`config.mk`:
```
export PLATFORM = sky130hd
export DESIGN_NAME = addsub_unit
export DESIGN_NICKNAME = d
export VERILOG_FILES = /design/src/rtl/addsub_pkg.sv /design/src/rtl/addsub_fa_cell.sv /design/src/rtl/addsub_opnd_cond.sv /design/src/rtl/addsub_ripple.sv /design/src/rtl/addsub_unit.sv
export SDC_FILE = /design/constraint.sdc
export NUM_CORES = 1
export LEC_CHECK = 0
export BUFFER_PORTS_ARGS = -buffer_cell sky130_fd_sc_hd__buf_2
export CORE_UTILIZATION = 46
export DETAILED_ROUTE_END_ITERATION = 7
export PLACE_DENSITY_LB_ADDON = 0.1
export SLEW_MARGIN = 20
export SYNTH_ARGS = -nofsm -noshare
export SYNTH_HDL_FRONTEND = slang
export SYNTH_SLANG_ARGS = --single-unit
```
`constraint.sdc`:
```
create_clock -name clk -period 9.4 [get_ports clk]
set_input_delay 0.47 -clock clk [delete_from_list [all_inputs] [get_ports clk]]
set_output_delay 0.47 -clock clk [all_outputs]
set_load 0.01 [all_outputs]
```
`src/rtl/addsub_pkg.sv`:
```
// Package: shared operation encoding for the adder-subtractor.
// Assumes: a two-bit operation select on the top-level port.
package addsub_pkg;
    typedef enum logic [1:0] {
        OP_ADD = 2'b00,
        OP_SUB = 2'b01,
        OP_INC = 2'b10,
        OP_DEC = 2'b11
    } op_e;
endpackage

```
`src/rtl/addsub_fa_cell.sv`:
```
// Module: single full-adder cell, one stage of the ripple chain.
// Assumes: nothing beyond one-bit inputs; purely combinational.
module addsub_fa_cell (
    input  logic x_in,
    input  logic y_in,
    input  logic c_in,
    output logic s_out,
    output logic c_out
);
    logic half_p;

    // Propagate term, sum and carry of one bit position.
    always_comb begin
        half_p = x_in ^ y_in;
        s_out  = half_p ^ c_in;
        c_out  = (x_in & y_in) | (c_in & half_p);
    end
endmodule

```
`src/rtl/addsub_opnd_cond.sv`:
```
// Module: conditions the second operand and carry-in from the operation code
//         so that one adder chain serves all four operations.
// Assumes: W >= 1; the op code follows addsub_pkg::op_e.
module addsub_opnd_cond
    import addsub_pkg::*;
#(
    parameter int W = 16
) (
    input  op_e          op,
    input  logic [W-1:0] b_raw,
    output logic [W-1:0] b_eff,
    output logic         c_first
);
    logic [W-1:0] inv_mask;
    logic [W-1:0] b_pass;

    // Per-bit inversion through XOR, driven by the subtract select.
    always_comb begin
        inv_mask = {W{op == OP_SUB}};
    end

    genvar g;
    generate
        for (g = 0; g < W; g++) begin : g_inv
            assign b_pass[g] = b_raw[g] ^ inv_mask[g];
        end
    endgenerate

    // Pick the chain's B input and carry-in for the operation in use.
    always_comb begin
        unique case (op)
            OP_ADD: begin b_eff = b_pass;     c_first = 1'b0; end
            OP_SUB: begin b_eff = b_pass;     c_first = 1'b1; end
            OP_INC: begin b_eff = '0;         c_first = 1'b1; end
            OP_DEC: begin b_eff = {W{1'b1}};  c_first = 1'b0; end
            default: begin b_eff = b_pass;    c_first = 1'b0; end
        endcase
    end
endmodule

```
`src/rtl/addsub_ripple.sv`:
```
// Module: W-stage ripple chain of full-adder cells.
// Assumes: W >= 1; carry moves from bit i to bit i+1, delay linear in W.
module addsub_ripple #(
    parameter int W = 16
) (
    input  logic [W-1:0] x,
    input  logic [W-1:0] y,
    input  logic         c0,
    output logic [W-1:0] sum,
    output logic         c_top_in,
    output logic         c_top_out
);
    logic [W:0] chain;

    // Seed the chain with the conditioned carry-in.
    always_comb begin
        chain[0] = c0;
    end

    genvar i;
    generate
        for (i = 0; i < W; i++) begin : g_cell
            addsub_fa_cell u_cell (
                .x_in  (x[i]),
                .y_in  (y[i]),
                .c_in  (chain[i]),
                .s_out (sum[i]),
                .c_out (chain[i+1])
            );
        end
    endgenerate

    // Expose carries around the most significant cell.
    always_comb begin
        c_top_in  = chain[W-1];
        c_top_out = chain[W];
    end
endmodule

```
`src/rtl/addsub_unit.sv`:
```
// Module: top level; combinational add/sub/inc/dec core followed by one
//         output register stage used for timing checks.
// Assumes: synchronous active-low reset; op_sel encoded as addsub_pkg::op_e.
module addsub_unit
    import addsub_pkg::*;
#(
    parameter int W = 16
) (
    input  logic         clk,
    input  logic         rst_n,
    input  logic [W-1:0] op_a,
    input  logic [W-1:0] op_b,
    input  logic [1:0]   op_sel,
    output logic [W-1:0] res,
    output logic         carry_out,
    output logic         ovf
);
    op_e          op_cur;
    logic [W-1:0] b_cond;
    logic         cin_cond;
    logic [W-1:0] sum_w;
    logic         c_msb_in;
    logic         c_msb_out;
    logic         ovf_w;

    // Interpret the raw select as an operation code.
    always_comb begin
        op_cur = op_e'(op_sel);
    end

    addsub_opnd_cond #(.W(W)) u_cond (
        .op      (op_cur),
        .b_raw   (op_b),
        .b_eff   (b_cond),
        .c_first (cin_cond)
    );

    addsub_ripple #(.W(W)) u_chain (
        .x         (op_a),
        .y         (b_cond),
        .c0        (cin_cond),
        .sum       (sum_w),
        .c_top_in  (c_msb_in),
        .c_top_out (c_msb_out)
    );

    // Signed overflow from the carries around the top cell.
    always_comb begin
        ovf_w = c_msb_in ^ c_msb_out;
    end

    // Output register stage with synchronous clear.
    always_ff @(posedge clk) begin
        if (!rst_n) begin
            res       <= '0;
            carry_out <= 1'b0;
            ovf       <= 1'b0;
        end else begin
            res       <= sum_w;
            carry_out <= c_msb_out;
            ovf       <= ovf_w;
        end
    end
endmodule

```
# Word level (Yosys, flattened, before mapping)
# Index checks and enable logic that the tools add are counted.
[word_totals]
ff_bits = 18
inputBits = 36
output_inout_bits = 18
[op_classes]
eq_ne = 3
muxes = 2
bitwise_logic = 97
n_reduce_logical = 4
[ops]
columns = ["op", "count"]
rows = [
  ["1-bit bitwise XOR", 49],
  ["16-bit case mux with 3 select lines", 1],
  ["1-bit AND", 32],
  ["1-bit OR", 16],
  ["2-bit OR reduction", 3],
  ["2-bit == test (second input constant)", 2],
  ["2-bit by 1-bit == test with 1-bit output (second input constant)", 1],
  ["2-bit logical NOT", 1],
  ["1-bit case mux with 2 select lines", 1],
]

# Longest topological paths before layout
# Gate-level depths: netlist of run 1.
[logic_depth]
ltp_word = 37
depth_mapped = 27

# Cells and area by module
# Synthesis of run 1 repeated with hierarchy kept, for this count alone.
[unflattened]
hier_cells = 93
area_unflattened_um2 = 1214.9
[modules_own_cells]
columns = ["mod", "instances", "cells_each", "area_per_inst_um2"]
rows = [
  ["addsub_unit", 1, 38, 510.5],
  ["addsub_opnd_cond", 1, 39, 384.1],
  ["addsub_fa_cell", 16, 1, 20.0],
]

# Worst setup path after synthesis of run 1
# No wires, ideal clock.
[synth_path]
path_type = "input port to flip-flop"
start = "in op_sel[1]"
end = "reg res[15]"
setup_ps = 115
t_arrival_ps = 7378
path_slack_ps = 1907
path_stages = 26
n_path_buf = 2
path_cell_list = "inv_1 > ha_1 > buf_6 > buf_12 > xor2_1 > o21ai_1 > fa_1 > fa_1 > fa_1 > fa_1 > fa_1 > fa_1 > fa_1 > fa_1 > fa_1 > fa_1 > fa_1 > fa_1 > fa_1 > inv_1 > fa_1 > inv_1 > fa_1 > inv_1 > fa_1 > and2_1"
[synth_via]
elab_chain_cells = 35
elab_cells_between_ends = 87
cone_classes = "eq/ne (3); mux (2); bitwise (78); reduce/logical (4)"
[synth_lines]
columns = ["item", "line", "text"]
rows = [
  ["from (decl)", "addsub_unit.sv:13", "input logic [1:0] op_sel,"],
  ["2-bit by 1-bit == test with 1-bit output or 2-bit logical NOT (tied branches)", "addsub_opnd_cond.sv:19, addsub_opnd_cond.sv:31", ""],
  ["1-bit bitwise XOR or 2-bit OR reduction (tied branches)", "n/a", ""],
  ["16-bit case mux with 3 select lines", "addsub_opnd_cond.sv:31", "unique case (op)"],
  ["1-bit bitwise XOR", "addsub_fa_cell.sv:14", "half_p = x_in ^ y_in;"],
  ["1-bit AND", "addsub_fa_cell.sv:16", "c_out = (x_in & y_in) | (c_in & half_p);"],
  ["1-bit OR", "addsub_fa_cell.sv:16", ""],
  ["1-bit AND", "addsub_fa_cell.sv:16", ""],
  ["1-bit OR", "addsub_fa_cell.sv:16", ""],
  ["[... 20 more ...]", "n/a", ""],
  ["1-bit AND", "addsub_fa_cell.sv:16", ""],
  ["1-bit OR", "addsub_fa_cell.sv:16", ""],
  ["1-bit AND", "addsub_fa_cell.sv:16", ""],
  ["1-bit OR", "addsub_fa_cell.sv:16", ""],
  ["1-bit AND", "addsub_fa_cell.sv:16", ""],
  ["1-bit OR", "addsub_fa_cell.sv:16", ""],
  ["1-bit bitwise XOR (*)", "addsub_fa_cell.sv:15", "s_out = half_p ^ c_in;"],
  ["named net u_chain.g_cell[15].u_cell.s_out", "addsub_fa_cell.sv:7", "output logic s_out,"],
  ["to (signal assigned)", "addsub_unit.sv:59", "res <= sum_w;"],
  ["to (decl)", "addsub_unit.sv:14", "output logic [W-1:0] res,"],
]
# Mark *: on every way through the listed nets, which the timed path passes. The rest lies on a longest branch.
# A chain may end at the register's enable or synchronous reset.

# Worst setup path after layout of run 1
# Same ends and word-level chain as after synthesis.

==> flow_metrics.env, run 1 <==
export IMPL_outcome="complete, no violations"
export IMPL_antenna_left=0
export IMPL_ctsResizeCount=0
export IMPL_dieWidth_microns=52.2
export IMPL_fin_tns_setup_ps=0
export IMPL_vias_per_cell=4.41
export IMPL_seq_area_sq_um=360
export IMPL_n_fill_cell=202
export IMPL_gp_congestion=0.776
export IMPL_antennaDiodeCount=0
export IMPL_finalWorstPathRequiredPeriod_ps=8110
export IMPL_post_cts_buffers=0
export IMPL_tightest_slew_ps=859
export IMPL_cts_hold_buf=0
export IMPL_grtUsageMet3_pct=3.48
export IMPL_powerDensity_nw_per_um2=148
export IMPL_hold_depth=2
export IMPL_holdPathEnd="res[1]"
export IMPL_top_usage_layer="met2"
export IMPL_ys_types=17
export IMPL_slew_headroom_pct=42.8
export IMPL_drv_slew=0
export IMPL_cts_root_buffer="clkbuf_4"
export IMPL_vias=837
export IMPL_netlist_area_sq_um=1160
export IMPL_cap_violations=0
export IMPL_grt_use_total_pct=17.9
export IMPL_layout_nets=216
export IMPL_max_freq_mhz=123
export IMPL_postSynthCellCount=110
export IMPL_numCtsBuffers=3
export IMPL_antenna_found_initial=0
export IMPL_startpoint_type="primary input"
export IMPL_worstPathArrival_ps=8300
export IMPL_hold_slack_ps=547
export IMPL_ys_seq_area_share_pct=31.1
export IMPL_synth_seq_cells=18
export IMPL_wl_per_cell_microns=11.0
export IMPL_yosys_area_top_type="dfxtp_1"
export IMPL_setup_ws_ps=1290
export IMPL_grt_use_met2_pct=31.4
export IMPL_grt_pass1_vias=821
export IMPL_synth_nets=163
export IMPL_dp_hpwl_mm=1.70
export IMPL_grt_overflow=0
export IMPL_path_class="in2reg"
export IMPL_synth_top_area_share_pct=31.1
export IMPL_grt_max_degree=19
export IMPL_drt_iter0_markers=2
export IMPL_netlist_top_cells_area="dfxtp_1, fa_1, xor2_1"
export IMPL_syn2layout_area_growth_pct=25.2
export IMPL_setup_viol_count_final=0
export IMPL_cts_reportedPaths_clkPinSlew_ps=100
export IMPL_grt_util_met1_pct=20.5
export IMPL_hold_violations=0
export IMPL_dieArea_sq_um=2720
export IMPL_peakVddDrop_uv=89.8
export IMPL_end_kind="flop"
export IMPL_die_h_microns=52.2
export IMPL_dp_slack_ps=982
export IMPL_htreeDepth=1
export IMPL_cts_tree="built"
export IMPL_io_pins=54
export IMPL_num_rows=17
export IMPL_cts_sinks=18
export IMPL_portBuffers=53
export IMPL_syn_avg_cell_area_sq_um=10.5
export IMPL_grt_pass1_wl_mm=3.42
export IMPL_initial_utilization_pct=50.4
export IMPL_yosysWarnings=0
export IMPL_period_share_pct=86.2
export IMPL_cts_max_path_buffers=2
export IMPL_multiInputGateArea_sq_um=686
export IMPL_rsz0062_at_grt="false"
export IMPL_required_ps=9590
export IMPL_postRouteWirelength_mm=2.09
export IMPL_drive_gt1_share_pct=35.2
export IMPL_leakage_nw=0.769
export IMPL_hold_path_startpoint="rst_n"
export IMPL_firstDrtPassIters=2
export IMPL_critical_path_max_fanout=16
export IMPL_post_route_drc_count=0
export IMPL_hold_class="in2reg"
export IMPL_core_area_sq_um=2300
-- flip-flops by register name, indices dropped and copies added, names as in the netlist --
| name | cells |
|---|---|
| carry_out | 1 |
| ovf | 1 |
| res | 16 |
-- power breakdown --
| group | switching [mW] | internal, mW |
|---|---|---|
| combinational | 0.0392 | 0.0359 |
| clock | 0.0231 | 0.0236 |
| sequential | 0.00265 | 0.0895 |
-- through the flow --
step	instances	utilization, %	area, sq um	power [mW]
floorplan	110	-	1160	0.142
global placement	186	61.5	1410	0.167
detailed placement	186	61.5	1410	0.170
CTS	190	63.1	1450	0.217
global route	190	63.1	1450	0.233
finish	190	63.1	1450	0.214
-- placed cells by master (no fill, tap or decap), drive strengths merged --
master and n:
a21boi 2, and2 4, buf 53, clkbuf 4, dfxtp 18, fa 16
ha 1, inv 18, nand2b 1, nor2b 14, o21ai 14, xnor2 3
xor2 14
-- per-layer routing --
metal | wire length [microns] | up-vias
li1 | - | 429
met1 | 867 | 371
met2 | 1050 | 33
met3 | 135 | 4
met4 | 38 | 0
met5 | 0 | -
-- cells by family (layout without fill, tap and decap cells) --
family	Yosys count	count (layout)	share of synthesized area (%)
AO/OA/AOI/OAI	16	16	7.34
flip-flops	18	18	31.1
AND/OR/NAND/NOR	19	19	10.3
adder cells (fa/ha/maj)	17	17	28.7
XOR/XNOR	17	17	12.9
buffers and inverters	23	75	9.72
-- worst max-delay path, stage by stage --
cell and delay, ps:
buf_2 180, inv_1 110, ha_1 730, xor2_1 210
o21ai_1 100, fa_1 440, fa_1 390, fa_1 410
fa_1 410, fa_1 400, fa_1 390, fa_1 390
fa_1 390, fa_1 390, fa_1 390, fa_1 380
fa_1 390, fa_1 370, inv_1 80, fa_1 160
inv_1 50, fa_1 400, inv_1 90, fa_1 410
and2_1 170
-- how the worst max path moves through the flow --
stage / start / to / slack (ps)
CTS: op_sel[1] / res[15] / 1300
global placement: op_sel[1] / res[15] / 1120
finish: op_sel[1] / res[15] / 1290
global route: op_sel[1] / res[15] / 970
floorplan: op_sel[1] / res[15] / 1910
detailed placement: op_sel[1] / res[15] / 980
-- final cells by class --
cell class              instances  area share [%]
multi-input cells              69            47.3
flip-flops and latches         18            24.8
repair buffers                 53            18.3
inverters                      18            4.66
clock buffers                   4            2.50
well taps                      28            2.42
-- synth_stat cells --
library cell	n
dfxtp_1	18
inv_1	18
fa_1	16
nor2b_1	14
xor2_1	14
o21ai_1	8
o21ai_0	6
and2_1	4
xnor2_1	3
a21boi_1	2
buf_12	1
buf_2	1
buf_6	1
clkbuf_1	1
clkbuf_2	1
ha_1	1
nand2b_1	1
Power figures use the tool's default switching activity.
==> run 2, diff against run 1 <==
ABC_AREA = 1   (was default)
CORE_UTILIZATION = 47   (was 46)
==> flow_metrics.env, run 2 <==
export IMPL_outcome="complete, but fails checks"
export IMPL_violations="design-rule violations"
export IMPL_p_comb_share_pct=36.0
export IMPL_dp_hpwl_mm=1.99
export IMPL_wl_per_cell_microns=10.1
export IMPL_p_int_mw=0.147
export IMPL_swShare_pct=31.8
export IMPL_synth_edf_count=0
export IMPL_n_fill_cell=244
export IMPL_layoutNonFillerInstCount=233
export IMPL_ys_seq_area_share_pct=29.3
export IMPL_gp_congestion=0.710
export IMPL_leakage_nw=0.875
export IMPL_yosysWarnings=0
export IMPL_ctsResizeCount=0
export IMPL_rsz0062_at_grt="false"
export IMPL_antenna_found_initial=0
export IMPL_grtUsageMet3_pct=2.30
export IMPL_grt_util_met1_pct=25.9
export IMPL_initial_utilization_pct=49.6
export IMPL_grt_use_total_pct=18.9
export IMPL_cap_violations=0
export IMPL_synthArstFlopShare_pct=0
export IMPL_drt_iter0_markers=16
export IMPL_end_kind="flop"
export IMPL_startpoint_type="primary input"
export IMPL_slew_headroom_pct=55.3
export IMPL_hold_depth=3
export IMPL_layout_commonest_cell="buf_2"
export IMPL_dp_slack_ps=1330
export IMPL_hold_violations=0
export IMPL_clockPowerShare_pct=21.4
export IMPL_grt_pass1_vias=956
export IMPL_finalWorstPathRequiredPeriod_ps=7780
export IMPL_syn_avg_cell_area_sq_um=8.04
export IMPL_cts_max_path_buffers=2
export IMPL_largest_register_ffs=16
export IMPL_firstDrtPassIters=6
export IMPL_period_share_pct=82.7
export IMPL_cts_tree="built"
export IMPL_core_area_sq_um=2480
export IMPL_drive_gt1_share_pct=34.5
export IMPL_postSynthCellCount=153
export IMPL_setup_ws_ps=1620
export IMPL_grt_max_degree=31
export IMPL_tightest_slew_ps=670
export IMPL_synth_ff_type="dfxtp_1"
export IMPL_htreeDepth=1
export IMPL_netlist_area_sq_um=1230
export IMPL_dieArea_sq_um=2830
export IMPL_synth_most_common_cell="nand2_1"
export IMPL_vias_per_cell=4.52
export IMPL_drv_slew=0
export IMPL_cts_root_buffer="clkbuf_4"
export IMPL_antenna_left=0
export IMPL_cts_hold_buf=0
export IMPL_critical_path_max_fanout=30
export IMPL_num_rows=18
export IMPL_antennaDiodeCount=0
export IMPL_post_cts_buffers=0
export IMPL_powerDensity_nw_per_um2=142
export IMPL_layout_nets=257
export IMPL_postLayoutCoreUtil_pct=61.1
export IMPL_slowest_stage="fa_1"
export IMPL_portBuffers=53
export IMPL_top_regs="res (16), carry_out (1), ovf (1)"
export IMPL_synthTopCellsByCount="nand2_1, nor2_1, inv_1"
export IMPL_synth_nets=206
export IMPL_hold_class="in2reg"
export IMPL_ys_types=16
export IMPL_cts_reportedPaths_clkPinSlew_ps=100
export IMPL_die_h_microns=53.2
export IMPL_yosys_area_top_type="dfxtp_1"
export IMPL_peakVddDrop_uv=92.2
export IMPL_dieWidth_microns=53.2
export IMPL_netlist_top_cells_area="dfxtp_1, fa_1, nand2_1"
export IMPL_numCtsBuffers=3
export IMPL_grt_pass1_wl_mm=3.86
export IMPL_fin_tns_setup_ps=0
export IMPL_postRouteWirelength_mm=2.35
export IMPL_path_class="in2reg"
export IMPL_dp_cells=229
export IMPL_grt_use_met2_pct=30.4
export IMPL_seq_area_sq_um=360
export IMPL_syn2layout_area_growth_pct=23.1
export IMPL_multiInputGateArea_sq_um=713
export IMPL_grt_overflow=0
export IMPL_top_usage_layer="met2"
export IMPL_synth_top_area_share_pct=29.3
export IMPL_io_pins=54
export IMPL_cts_sinks=18
export IMPL_max_freq_mhz=129
export IMPL_cpMostUsedCell="fa_1"
export IMPL_worstPathArrival_ps=7980
export IMPL_setup_viol_count_final=0
export IMPL_max_flop_register="res"
export IMPL_post_route_drc_count=2
export IMPL_vias=1052
export IMPL_synth_seq_cells=18
export IMPL_required_ps=9600
export IMPL_pwr_share_seq_pct=42.6
export IMPL_cp_slowest_stage_delay_ps=430
export IMPL_layout_common_cells="buf_2, nand2_1, nor2_1"
export IMPL_p_switching_mw=0.0683
==> run 2: changes by cell type after synthesis, moves of 6 or more <==
cell,before,now
inv_1,18,24
nand2_1,0,37
nor2_1,0,29
nor2b_1,14,0
o21ai_0,6,0
o21ai_2,0,10
xor2_1,14,1
==> run 2: cell type report <==
class                   count  area share [%]
clock buffers               4            2.40
inverters                  27            6.69
multi-input cells         101            47.1
flip-flops and latches     18            23.8
well taps                  30            2.48
repair buffers             53            17.5
==> run 2: path summary, 6_finish.rpt <==
check	end	slack, ps	start
max	res[15]	1620	op_sel[1]
min	res[13]	420	rst_n
==> run 2: worst max-delay path: cells and delay by family <==
| family | cells | cell delay [ps] |
|---|---|---|
| adders and majority gates | 17 | 6400 |
| buffers and inverters | 7 | 770 |
| and+or+nand+nor | 2 | 250 |
| AOI/OAI and AO/OA | 1 | 90 |
==> run 2: cell families after synthesis <==
group,Yosys count,share of synthesized area (%)
AO/OA/AOI/OAI,14,8.75
XOR/XNOR,1,0.712
adder cells (fa/ha/maj),17,27.1
buffers and inverters,34,12.7
flip-flops,18,29.3
AND/OR/NAND/NOR,69,21.5
==> run 2: per-stage QoR <==
step	power, mW	instance area [sq um]	hold slack [ps]
2_1_floorplan	0.143	1230	563
3_3_place_gp	0.167	1480	710
3_5_place_dp	0.171	1480	711
4_1_cts	0.216	1510	411
5_1_grt	0.234	1510	408
6_report	0.215	1510	415
==> run 2: power groups by stage <==
stage                     Clock, mW  Combinational [mW]  Sequential (mW)
after global placement            0              0.0745           0.0930
after detailed placement          0              0.0778           0.0937
after CTS                    0.0463              0.0781           0.0919
after floorplan                   0              0.0424            0.101
after global routing         0.0508              0.0903           0.0931
final                        0.0461              0.0774           0.0917
==> run 2: per-layer routing <==
layer | up-vias | part of all wire (%)
met5 | - | 0
met4 | 0 | 0.34
met3 | 2 | 4.7
met2 | 32 | 46
met1 | 476 | 49
li1 | 542 | -
